**config.mk**
```make
export PLATFORM = sky130hd
export DESIGN_NAME = tune_divider
export DESIGN_NICKNAME = d
export VERILOG_FILES = /design/src/rtl/tdiv_pkg.sv /design/src/rtl/tdiv_stage.sv /design/src/rtl/tdiv_limit.sv /design/src/rtl/tdiv_count.sv /design/src/rtl/tune_divider.sv
export SDC_FILE = /design/constraint.sdc
export NUM_CORES = 1
export LEC_CHECK = 0
export ABC_CLOCK_PERIOD_IN_PS = 6600
export CORE_ASPECT_RATIO = 1.25
export CORE_MARGIN = 1
export CORE_UTILIZATION = 51
export CTS_CLUSTER_SIZE = 20
export DETAILED_ROUTE_END_ITERATION = 16
export GPL_TIMING_DRIVEN = 0
export PLACE_DENSITY = 0.8
export SYNTH_ARGS = -nofsm -noshare
export SYNTH_HDL_FRONTEND = slang
export SYNTH_HIERARCHICAL = 1
export SYNTH_SLANG_ARGS = --single-unit
export TNS_END_PERCENT = 50
```
**constraint.sdc**
```tcl
create_clock -name clk -period 6.6 [get_ports clk]
set_input_delay 0.66 -clock clk [delete_from_list [all_inputs] [get_ports clk]]
set_output_delay 0.66 -clock clk [all_outputs]
set_load 0.02 [all_outputs]
```
**src/rtl/tdiv_pkg.sv**
```systemverilog
package tdiv_pkg;
  typedef enum logic [1:0] {
    PATH_PRESCALE = 2'd0,
    PATH_WIDE     = 2'd1,
    PATH_NARROW   = 2'd2
  } path_e;

  function automatic path_e path_of(input logic band, input logic mode);
    if (band)      return PATH_PRESCALE;
    else if (mode) return PATH_WIDE;
    else           return PATH_NARROW;
  endfunction
endpackage

```
**src/rtl/tdiv_stage.sv**
```systemverilog
// Holds staged settings and the settings of the running period.
module tdiv_stage #(
  parameter int W = 16
) (
  input  logic         clk,
  input  logic         rst,
  input  logic         load,
  input  logic [W-1:0] div_in,
  input  logic         band_in,
  input  logic         mode_in,
  input  logic         at_start,
  output logic [W-1:0] eff_div,
  output logic         eff_band,
  output logic         eff_mode,
  output logic [W-1:0] act_div,
  output logic         act_band,
  output logic         act_mode
);
  logic [W-1:0] st_div;
  logic         st_band, st_mode;

  always_ff @(posedge clk) begin
    if (rst) begin
      st_div  <= '0;
      st_band <= 1'b0;
      st_mode <= 1'b0;
    end else if (load) begin
      st_div  <= div_in;
      st_band <= band_in;
      st_mode <= mode_in;
    end
  end

  // staged values only become live while no period is in progress
  always_comb begin
    eff_div  = at_start ? st_div  : act_div;
    eff_band = at_start ? st_band : act_band;
    eff_mode = at_start ? st_mode : act_mode;
  end

  always_ff @(posedge clk) begin
    if (rst) begin
      act_div  <= '0;
      act_band <= 1'b0;
      act_mode <= 1'b0;
    end else begin
      act_div  <= eff_div;
      act_band <= eff_band;
      act_mode <= eff_mode;
    end
  end
endmodule

```
**src/rtl/tdiv_limit.sv**
```systemverilog
// Maps a divisor field to the terminal count value, with zero and clamp handling.
module tdiv_limit #(
  parameter int W   = 16,
  parameter int MIN = 256
) (
  input  logic [W-1:0] field,
  output logic [W-1:0] last,
  output logic         low
);
  localparam logic [W-1:0] MIN_V = W'(MIN);
  logic zero;

  always_comb begin
    zero = (field == '0);
    low  = !zero && (field < MIN_V);
    if (zero)     last = '1;
    else if (low) last = MIN_V - 1'b1;
    else          last = field - 1'b1;
  end
endmodule

```
**src/rtl/tdiv_count.sv**
```systemverilog
// Counts ticks from zero up to last, then wraps and flags terminal count.
module tdiv_count #(
  parameter int W = 16
) (
  input  logic         clk,
  input  logic         rst,
  input  logic         tick,
  input  logic [W-1:0] last,
  output logic         tc,
  output logic [W-1:0] count
);
  assign tc = tick && (count == last);

  always_ff @(posedge clk) begin
    if (rst)       count <= '0;
    else if (tick) count <= tc ? '0 : count + 1'b1;
  end
endmodule

```
**src/rtl/tune_divider.sv**
```systemverilog
module tune_divider #(
  parameter int WIDE_W     = 16,
  parameter int NARROW_W   = 12,
  parameter int WIDE_MIN   = 256,
  parameter int NARROW_MIN = 4
) (
  input  logic              clk,
  input  logic              rst,
  input  logic              hi_pulse,
  input  logic              lo_pulse,
  input  logic              cfg_load,
  input  logic [WIDE_W-1:0] cfg_div,
  input  logic              cfg_band,
  input  logic              cfg_mode,
  output logic              div_pulse,
  output logic              range_err
);
  import tdiv_pkg::*;

  logic [WIDE_W-1:0]   eff_div, act_div;
  logic                eff_band, eff_mode, act_band, act_mode;
  logic [WIDE_W-1:0]   last_wide, cnt_wide;
  logic [NARROW_W-1:0] last_narrow, cnt_narrow;
  logic                low_wide, low_narrow;
  logic                tc_wide, tc_narrow, tick_wide, tick_narrow;
  logic                ph, sel, at_start;
  path_e               path;

  assign at_start = !ph && (cnt_wide == '0) && (cnt_narrow == '0);

  tdiv_stage #(.W(WIDE_W)) u_stage (
    .clk(clk), .rst(rst), .load(cfg_load), .div_in(cfg_div),
    .band_in(cfg_band), .mode_in(cfg_mode), .at_start(at_start),
    .eff_div(eff_div), .eff_band(eff_band), .eff_mode(eff_mode),
    .act_div(act_div), .act_band(act_band), .act_mode(act_mode)
  );

  assign path = path_of(eff_band, eff_mode);
  assign sel  = eff_band ? hi_pulse : lo_pulse;

  // prescaler: every second selected strobe reaches the wide counter
  always_ff @(posedge clk) begin
    if (rst)                                ph <= 1'b0;
    else if (path == PATH_PRESCALE && sel)  ph <= ~ph;
  end

  always_comb begin
    tick_wide   = 1'b0;
    tick_narrow = 1'b0;
    case (path)
      PATH_PRESCALE: tick_wide   = sel && ph;
      PATH_WIDE:     tick_wide   = sel;
      default:       tick_narrow = sel;
    endcase
  end

  tdiv_limit #(.W(WIDE_W), .MIN(WIDE_MIN)) u_lim_wide (
    .field(eff_div), .last(last_wide), .low(low_wide)
  );
  tdiv_limit #(.W(NARROW_W), .MIN(NARROW_MIN)) u_lim_narrow (
    .field(eff_div[NARROW_W-1:0]), .last(last_narrow), .low(low_narrow)
  );

  tdiv_count #(.W(WIDE_W)) u_cnt_wide (
    .clk(clk), .rst(rst), .tick(tick_wide), .last(last_wide),
    .tc(tc_wide), .count(cnt_wide)
  );
  tdiv_count #(.W(NARROW_W)) u_cnt_narrow (
    .clk(clk), .rst(rst), .tick(tick_narrow), .last(last_narrow),
    .tc(tc_narrow), .count(cnt_narrow)
  );

  always_ff @(posedge clk) begin
    if (rst) begin
      div_pulse <= 1'b0;
      range_err <= 1'b0;
    end else begin
      div_pulse <= tc_wide || tc_narrow;
      range_err <= (path == PATH_NARROW) ? low_narrow : low_wide;
    end
  end
endmodule

```
# After elaboration in Yosys (flattened, before gate mapping)

Cells that the tools add are included.

Bits in registers: 67
Bits in latches: 0
Bits in writable memories: 0
Memory bits (read-only): 0
Memories kept: 0

Add/sub/neg operators: 4
Multiply operators: 0
Divide/modulo/power cells: 0
$lt $le $gt $ge: 2
Equality and inequality tests: 4
Shift operators: 0
Mux-type cells: 15
Bitwise operators: 1
Reduce and logical (&&, ||, !) cells: 18

Operators by type and width:

| kind                  | count |
|---|---|
| $mux 16               | 4 |
| $mux 12               | 3 |
| $logic_not 16->1      | 2 |
| $logic_not 12->1      | 2 |
| $add 16x1->16 const B | 1 |
| $eq 16x16->1          | 1 |
| $lt 16x9->1 const B   | 1 |
| $sub 16x1->16 const B | 1 |
| $add 12x1->12 const B | 1 |
| $eq 12x12->1          | 1 |
| $lt 12x3->1 const B   | 1 |
| $sub 12x1->12 const B | 1 |
| $logic_and 1x1->1     | 8 |
| $mux 1                | 5 |
| $mux 2                | 2 |
| $logic_not 1->1       | 3 |
| $eq 2x1->1 const B    | 1 |
| $eq 2x2->1 const B    | 1 |
| $logic_not 2->1       | 1 |
| $pmux 1 s2            | 1 |
| $reduce_or 2->1       | 1 |
| $logic_or 1x1->1      | 1 |
| $not 1->1             | 1 |

# Longest topological paths before layout

Gate-level depths: netlist of the first run.

Word-level depth: 12
Depth in mapped cells: 18
Mapped depth without buffers: 15

# Modules after synthesis

Netlist of the first run, hierarchy kept.

By module, submodules not included:

| module                     | times used | cells each | area each (µm²) | sequential area each (µm²) |
|---|---|---|---|---|
| tdiv_stage                 | 1          | 116        | 1,375.1         | 720.7 |
| tdiv_count at u_cnt_wide   | 1          | 110        | 979.7           | 320.3 |
| tdiv_count at u_cnt_narrow | 1          | 79         | 769.5           | 240.2 |
| tdiv_limit at u_lim_wide   | 1          | 64         | 434.2           | 0.0 |
| tdiv_limit at u_lim_narrow | 1          | 45         | 329.1           | 0.0 |
| tune_divider               | 1          | 27         | 205.2           | 60.1 |

# Worst setup path after synthesis of the first run

No wires, ideal clock.

Path kind: register to register
Start point: register u_cnt_wide.count[4]
End point: register u_cnt_wide.count[0]
Library setup time: 0.132 ns
Arrival: 4.054 ns
Required time: 6.468 ns
Path slack: 2.414 ns
Cell stages (with the launch flop): 16
Buffers on the path: 3
Period minus slack after synthesis: 4.186 ns
Cells stage by stage: dfxtp_1 > nor4_4 > nand4_1 > nor2_1 > buf_6 > buf_6 > mux2_4 > or4_4 > or3_4 > a31oi_4 > a311oi_1 > xor2_1 > or4_4 > nor4b_4 > buf_6 > nor3_1

Longest elaborated chain between the ends: 12
Elaborated cells between the ends (all ways): 23
Those cells by class: 1 x add/sub; 1 x order compare; 2 x eq/ne; 10 x mux; 9 x reduce/logical

RTL lines:

| element                                                             | line               | source |
|---|---|---|
| start: declaration                                                  | tdiv_count.sv:10   | `output logic [W-1:0] count` |
| start signal: assignment                                            | tdiv_count.sv:16   | `else if (tick) count <= tc ? '0 : count + 1'b1;` |
| $logic_not 16->1 *                                                  | tune_divider.sv:29 | `assign at_start = !ph && (cnt_wide == '0) && (cnt_narrow == '0);` |
| $logic_and 1x1->1 * (2 in a row)                                    | tune_divider.sv:29 |  |
| named net at_start                                                  | tune_divider.sv:26 | `logic ph, sel, at_start;` |
| $mux 16 *                                                           | tdiv_stage.sv:36   | `eff_div = at_start ? st_div : act_div;` |
| named net eff_div[14]                                               | tune_divider.sv:20 | `logic [WIDE_W-1:0] eff_div, act_div;` |
| parallel branches: the longest is 2 deep, another holds $lt 16x9->1 | n/a                |  |
| $logic_and 1x1->1 *                                                 | tdiv_limit.sv:15   | `low = !zero && (field < MIN_V);` |
| named net low_wide                                                  | tune_divider.sv:24 | `logic low_wide, low_narrow;` |
| $mux 16 *                                                           | tdiv_limit.sv:17   | `else if (low) last = MIN_V - 1'b1;` |
| $mux 16 *                                                           | tdiv_limit.sv:16   | `if (zero) last = '1;` |
| named net last_wide[12]                                             | tune_divider.sv:22 | `logic [WIDE_W-1:0] last_wide, cnt_wide;` |
| $eq 16x16->1 *                                                      | tdiv_count.sv:12   | `assign tc = tick && (count == last);` |
| $logic_and 1x1->1 *                                                 | tdiv_count.sv:12   |  |
| $mux 16 *                                                           | tdiv_count.sv:16   |  |

Mark *: on every way through the listed nets, which the timed path passes.
A chain may end at the register's enable or synchronous reset.

# Worst setup path after layout of the first run

Start point: register u_cnt_narrow.count[4]
End point: register u_cnt_wide.count[13]

Longest elaborated chain between the ends: 11
Elaborated cells between the ends (all ways): 22
Those cells by class: 1 x add/sub; 1 x order compare; 2 x eq/ne; 10 x mux; 8 x reduce/logical

RTL lines:

| element                                                             | line |
|---|---|
| start: declaration                                                  | tdiv_count.sv:10 |
| start signal: assignment                                            | tdiv_count.sv:16 |
| $logic_not 12->1 *                                                  | tune_divider.sv:29 |
| $logic_and 1x1->1 *                                                 | tune_divider.sv:29 |
| named net at_start                                                  | tune_divider.sv:26 |
| $mux 16 *                                                           | tdiv_stage.sv:36 |
| named net eff_div[14]                                               | tune_divider.sv:20 |
| parallel branches: the longest is 4 deep, another holds $lt 16x9->1 | n/a |
| $mux 16 *                                                           | tdiv_limit.sv:16 |
| named net last_wide[12]                                             | tune_divider.sv:22 |
| $eq 16x16->1 *                                                      | tdiv_count.sv:12 |
| $logic_and 1x1->1 *                                                 | tdiv_count.sv:12 |
| $mux 16 *                                                           | tdiv_count.sv:16 |

Marks and branches as above.

==> flow_metrics.env, run 1 <==
export IMPL_reg2reg_to="u_cnt_wide/count[13]"
export IMPL_dr_pass1_iters=5
export IMPL_cts_root_buffer="clkbuf_8"
export IMPL_skew_ns=0.01177
export IMPL_first_iter_violations=204
export IMPL_drv_slew=0
export IMPL_final_hold_violation_count=0
export IMPL_syn_avg_cell_area_um2=9.280
export IMPL_post_cts_buffers=0
export IMPL_cp_max_fo=10
export IMPL_grtUsageTotal=0.2310
export IMPL_rsz0062_at_grt="no"
export IMPL_die_w_um=82.13
export IMPL_cts_tree="done"
export IMPL_synth_area_um2=4093
export IMPL_min_period_ns=4.920
export IMPL_crit_start="u_cnt_narrow/count[4]"
export IMPL_dp_slack_ns=1.696
export IMPL_num_vias=3305
export IMPL_timing_fmax_ghz=0.2032
export IMPL_h_tree_depth=3
export IMPL_pin_count=25
export IMPL_start_kind="register"
export IMPL_wl_mm=8.907
export IMPL_hpwl_mm=6.529
export IMPL_synth_most_common_cell="dfxtp_1"
export IMPL_reg2regPathDepth=15
export IMPL_grt_pass1_vias=3200
export IMPL_die_area_um2=8389
export IMPL_grt_max_degree=12
export IMPL_async_flop_share=0
export IMPL_clock_sinks=67
export IMPL_drive_gt1_frac=0.1542
export IMPL_p_leak_uw=0.001756
export IMPL_wl_per_cell_um=15.49
export IMPL_insertion_delay_ns=0.36
export IMPL_cp_num_buf_inv=3
export IMPL_endpoint="u_cnt_wide/count[13]"
export IMPL_drcViolationCount=0
export IMPL_synth_edf_count=0
export IMPL_yosys_area_top_type="dfxtp_1"
export IMPL_grt_first_pass_wirelength_mm=14.52
export IMPL_cp_end_kind="register"
export IMPL_rrSetupSlack_ns=1.68
export IMPL_via_per_inst=5.748
export IMPL_area_growth_pct=12.93
export IMPL_netlist_instances=441
export IMPL_ant_nets=0
export IMPL_crit_chain="nor4_1, nand4_1, nor2_1, buf_6, buf_6, mux2_4, or4_4, nor3_1, a211oi_1, a311oi_1, xor2_1, or4_4, nor4b_4, buf_6, nor3_1"
export IMPL_num_antenna_cells=0
export IMPL_nFillCells=661
export IMPL_maxSlewHeadroom=0.5955
export IMPL_maxCapViolCount=0
export IMPL_cts_made_buffers=9
export IMPL_crit_family="simple AND/OR/NAND/NOR gates"
export IMPL_worst_slack_ns=1.680
export IMPL_peakVddDrop_mv=0.1664
export IMPL_fin_setup_tns_ns=0
export IMPL_slowest_delay_ns=0.57
export IMPL_overflow=0
export IMPL_hp_class="reg2reg"
export IMPL_antenna_found_initial=0
export IMPL_cts_hold_buffers_added=0
export IMPL_ys_seq_area_frac=0.3277
export IMPL_cpMostUsedCell="buf_6"
export IMPL_setup_viol=0
export IMPL_portBuffers=23
export IMPL_ys_warnings_count=6
export IMPL_rows=36
export IMPL_critPathArrivalTime_ns=5.14
export IMPL_synth_top_area_frac=0.3277
export IMPL_worst_ep_required_time_ns=6.82
export IMPL_reg2reg_from="u_cnt_narrow/count[4]"
export IMPL_path_class="reg2reg"
export IMPL_core_um2=7792
export IMPL_cts_repair_resized=0
export IMPL_clock_path_buffers=2
export IMPL_start_util=0.5252
export IMPL_clk_pin_slew_ns=0.07
export IMPL_die_y_um=102.2
export IMPL_cp_depth=15
export IMPL_finalCritPeriodShare=0.7455
export IMPL_outcome="finished, final reports clean"
export IMPL_synth_area_leaders="dfxtp_1 (33%), xnor2_1 (6.8%), xor2_1 (4.9%)"
export IMPL_power_density_nw_per_um2=289.2
export IMPL_synth_cell_types=56
export IMPL_critical_path_slowest_cell="or4_4"
export IMPL_synth_common_cells="dfxtp_1 (67), nor2_1 (47), xnor2_1 (32), nor3_1 (30), nand2_1 (25)"
export IMPL_ys_flop_type="dfxtp_1"
export IMPL_synth_fp_nets=470
export IMPL_nNetsFinal=504
export IMPL_tightest_slew_ns=0.6042
export IMPL_ys_ff_latch=67
export IMPL_gp_congestion=0.9202
-- worst min-delay path, cell delays in order (launching register included) --
cell and delay, ns:
dfxtp_1 0.33, mux2i_1 0.06, nor2_1 0.07
-- through the flow --
| stage | util | area [um2] | instances | hold WS [ns] | total power (uW) |
|---|---|---|---|---|---|
| after global placement | 0.5700 | 4442 | 559 | 0.4774 | 1008 |
| after CTS | 0.5931 | 4622 | 575 | 0.5005 | 1340 |
| after global routing | 0.5931 | 4622 | 575 | 0.5286 | 1412 |
| final | 0.5931 | 4622 | 575 | 0.4974 | 1337 |
| after detailed placement | 0.5700 | 4442 | 559 | 0.4837 | 1024 |
| after floorplan | - | 4093 | 441 | 0.4544 | 919.3 |
-- state kept, by name, summed over array words and instances, names as in the netlist --
register            flops
u_stage/act_mode        1
u_cnt_wide/count       16
u_stage/act_band        1
u_stage/st_div         16
u_cnt_narrow/count     12
range_err               1
u_stage/st_mode         1
div_pulse               1
ph                      1
u_stage/st_band         1
u_stage/act_div        16
-- cells in the final DEF, fill, tap and decap left out, drive strengths merged, types with 2 or more instances in the layout --
| master | count |
|---|---|
| mux2i | 19 |
| buf | 15 |
| and4b | 2 |
| o41ai | 2 |
| or3 | 8 |
| nand2 | 25 |
| ha | 6 |
| o21ai | 8 |
| nor3 | 30 |
| nor4 | 16 |
| clkinv | 2 |
| nand3b | 2 |
| nand4 | 14 |
| mux2 | 18 |
| a211oi | 6 |
| clkdlybuf4s50 | 23 |
| nand3 | 10 |
| nor4b | 2 |
| dfxtp | 67 |
| nor2 | 47 |
| a311oi | 4 |
| o31ai | 6 |
| a31oi | 8 |
| o22ai | 2 |
| inv | 7 |
| xor2 | 23 |
| or3b | 2 |
| nand2b | 3 |
| or4 | 6 |
| clkinvlp | 2 |
| and3 | 6 |
| xnor2 | 36 |
| nor2b | 18 |
| clkbuf | 20 |
| a21oi | 9 |
-- cell families (layout without fill, tap and decap cells) --
family / after synthesis / count (layout) / synth area share
muxes: 37 / 37 / 0.1052
DFF: 67 / 67 / 0.3277
buffers and inverters: 30 / 69 / 0.04525
AOI/OAI and AO/OA: 47 / 47 / 0.08438
adders and majority gates: 6 / 6 / 0.01834
xor gates and xnor gates: 59 / 59 / 0.1364
and+or+nand+nor: 195 / 195 / 0.2828
-- final cells by class --
cell class | count | area [um2] | area share
timing repair buffer | 23 | 230.2 | 0.04981
buffer | 23 | 158.9 | 0.03438
sequential | 67 | 1341 | 0.2902
multi-input combinational | 344 | 2566 | 0.5552
clock inverter | 4 | 25.02 | 0.005414
clock buffer | 12 | 155.1 | 0.03357
inverter | 7 | 26.28 | 0.005685
tap | 95 | 118.9 | 0.02572
-- power by group --
part / internal (uW) / switching [uW] / total, uW / leakage, uW
sequential: 423 / 11.3 / 435 / 0.000545
clock: 155 / 156 / 312 / 0.0000884
combinational: 267 / 323 / 590 / 0.00112
-- worst min path at each step --
stage                       start            endpoint  slack, ns  cells after the start
3_5_place_dp    u_stage/st_div[4]   u_stage/st_div[4]       0.48                      2
2_1_floorplan     u_stage/st_band     u_stage/st_band       0.45                      2
3_3_place_gp   u_stage/st_div[10]  u_stage/st_div[10]       0.48                      2
5_1_grt         u_stage/st_div[4]   u_stage/st_div[4]       0.53                      2
6_report        u_stage/st_div[4]   u_stage/st_div[4]       0.50                      2
4_1_cts         u_stage/st_div[4]   u_stage/st_div[4]       0.50                      2
-- routing by layer --
layer / global-route usage / vias to the layer above / wire [um] / part of all wire
li1: - / 1643 / - / -
met1: 0.2521 / 1564 / 3721 / 0.42
met2: 0.4018 / 69 / 4492 / 0.50
met3: 0.05268 / 29 / 293 / 0.033
met4: 0.1363 / 0 / 399 / 0.045
met5: 0 / - / 0 / 0
Power figures use the tool's default switching activity.
==> run 2: changes to the inputs <==
--- a/config.mk
+++ b/config.mk
@@ -5,7 +5,7 @@
 export SDC_FILE = /design/constraint.sdc
 export NUM_CORES = 1
 export LEC_CHECK = 0
-export ABC_CLOCK_PERIOD_IN_PS = 6600
+export ABC_CLOCK_PERIOD_IN_PS = 5150
 export CORE_ASPECT_RATIO = 1.25
 export CORE_MARGIN = 1
 export CORE_UTILIZATION = 51
==> constraint.sdc (replaced) <==
create_clock -name clk -period 5.15 [get_ports clk]
set_input_delay 0.515 -clock clk [delete_from_list [all_inputs] [get_ports clk]]
set_output_delay 0.515 -clock clk [all_outputs]
set_load 0.02 [all_outputs]
==> run 2 against run 1 <==
Largest cell class unchanged. Setup slack got worse by 1.5 ns. Routed wire length increased by 0.12%. Cell area increased by 0.11%.
==> flow_metrics.env, run 2 (synthesized netlist as in run 1, its figures left out) <==
export IMPL_timing_fmax_ghz=0.2031
export IMPL_gp_congestion=0.9202
export IMPL_maxCapViolCount=0
export IMPL_path_class="reg2reg"
export IMPL_hpwl_mm=6.529
export IMPL_power_density_nw_per_um2=370.7
export IMPL_reg2regPathDepth=17
export IMPL_h_tree_depth=3
export IMPL_drv_slew=0
export IMPL_start_kind="register"
export IMPL_grt_first_pass_wirelength_mm=14.52
export IMPL_ant_nets=0
export IMPL_cts_root_buffer="clkbuf_8"
export IMPL_finalCritPeriodShare=0.9563
export IMPL_cts_made_buffers=9
export IMPL_start_util=0.5252
export IMPL_finish_utilization=0.5938
export IMPL_grtUsageTotal=0.2310
export IMPL_p_leak_uw=0.001758
export IMPL_final_hold_violation_count=0
export IMPL_nFillCells=661
export IMPL_whs_ns=0.4977
export IMPL_largestRegisters="u_cnt_wide/count x16, u_stage/act_div x16, u_stage/st_div x16"
export IMPL_placed_area_um2=4442
export IMPL_outcome="finished, final reports clean"
export IMPL_die_area_um2=8389
export IMPL_skew_ns=0.01170
export IMPL_overflow=0
export IMPL_peakVddDrop_mv=0.2136
export IMPL_die_w_um=82.13
export IMPL_antenna_found_initial=0
export IMPL_dr_pass1_iters=5
export IMPL_final_common_cell="dfxtp_1"
export IMPL_min_period_ns=4.925
export IMPL_pin_count=25
export IMPL_instances_no_fill=575
export IMPL_first_iter_violations=202
export IMPL_tightest_slew_ns=0.5998
export IMPL_post_cts_buffers=0
export IMPL_nNetsFinal=504
export IMPL_maxSlewHeadroom=0.5984
export IMPL_insertion_delay_ns=0.36
export IMPL_wl_mm=8.918
export IMPL_cp_end_kind="register"
export IMPL_fin_setup_tns_ns=0
export IMPL_grt_max_degree=12
export IMPL_grt_pass1_vias=3200
export IMPL_multiInputGateArea_um2=2571
export IMPL_wl_per_cell_um=15.51
export IMPL_cts_tree="done"
export IMPL_rows=36
export IMPL_regArea_um2=1341
export IMPL_clock_sinks=67
export IMPL_via_per_inst=5.798
export IMPL_die_y_um=102.2
export IMPL_clock_path_buffers=2
export IMPL_holdPathStages=2
export IMPL_cp_max_fo=11
export IMPL_area_growth_pct=13.05
export IMPL_num_vias=3334
export IMPL_core_um2=7792
export IMPL_final_cell_mix="dfxtp_1 (67), nor2_1 (47), xnor2_1 (32)"
export IMPL_portBuffers=23
export IMPL_setup_viol=0
export IMPL_design_area_um2=4627
export IMPL_clk_pin_slew_ns=0.07
export IMPL_drive_gt1_frac=0.1563
export IMPL_num_antenna_cells=0
export IMPL_worst_ep_required_time_ns=5.37
export IMPL_critPathArrivalTime_ns=5.15
export IMPL_hp_class="reg2reg"
export IMPL_placedCellCount=559
export IMPL_drcViolationCount=0
export IMPL_rsz0062_at_grt="no"
[run 2: cell count changes in the layout (fill, tap and decap cells not counted)]
cell | previous run | this run
nor3_1 | 30 | 29
nor3_2 | 0 | 1
[run 2: final timing paths]
| kind | from | end | slack (ns) |
|---|---|---|---|
| worst max-delay path | u_cnt_narrow/count[4] | u_cnt_wide/count[13] | 0.23 |
| worst min-delay path | u_stage/st_div[4] | u_stage/st_div[4] | 0.50 |
| worst max register to register | u_cnt_narrow/count[4] | u_cnt_wide/count[13] | 0.23 |
| worst min register to register | u_stage/st_div[4] | u_stage/st_div[4] | 0.50 |
[run 2: where the power goes]
group	internal (uW)	switching, uW	total (uW)
clock network	199	201	400
registers	542	14.5	557
logic	343	415	758
total	1090	630	1720
[run 2: repair_timing]
action | in CTS | in global routing
gates resized for setup | 0 | 1
hold buffers | 0 | 0
endpoints found under the setup margin | 0 | 1
[run 2: area by class of cell]
| class | instances | share of cell area |
|---|---|---|
| Multi-Input combinational cell | 344 | 0.5557 |
| Sequential cell | 67 | 0.2899 |
| Timing Repair Buffer | 23 | 0.04976 |
| Buffer | 23 | 0.03434 |
| Clock buffer | 12 | 0.03353 |
| Tap cell | 95 | 0.02569 |
| Inverter | 7 | 0.005679 |
| Clock inverter | 4 | 0.005408 |
[run 2: through the flow]
| stage | worst slack (ns) | total power, uW |
|---|---|---|
| after floorplan | 0.9643 | 1178 |
| after global placement | 0.3224 | 1292 |
| after detailed placement | 0.2458 | 1312 |
| after CTS | 0.2337 | 1717 |
| after global routing | 0.006561 | 1812 |
| final | 0.2253 | 1715 |
[run 2: layer usage]
layer	wire, um	track usage
met3	342	0.05268
met5	0	0
met4	378	0.1363
met1	3688	0.2521
met2	4508	0.4018
[run 2: critical path: stages, from the launching register on]
cell and delay [ns]:
dfxtp_1 0.38, nor4_1 0.41, nand4_1 0.19, nor2_1 0.20
buf_6 0.17, buf_6 0.18, mux2_4 0.39, or3_1 0.36
clkbuf_1 0.18, nor4_1 0.31, o22ai_1 0.14, a311oi_1 0.44
xor2_1 0.16, nor4_1 0.35, nand3_1 0.19, nor4b_4 0.47
buf_6 0.21, nor3_1 0.06
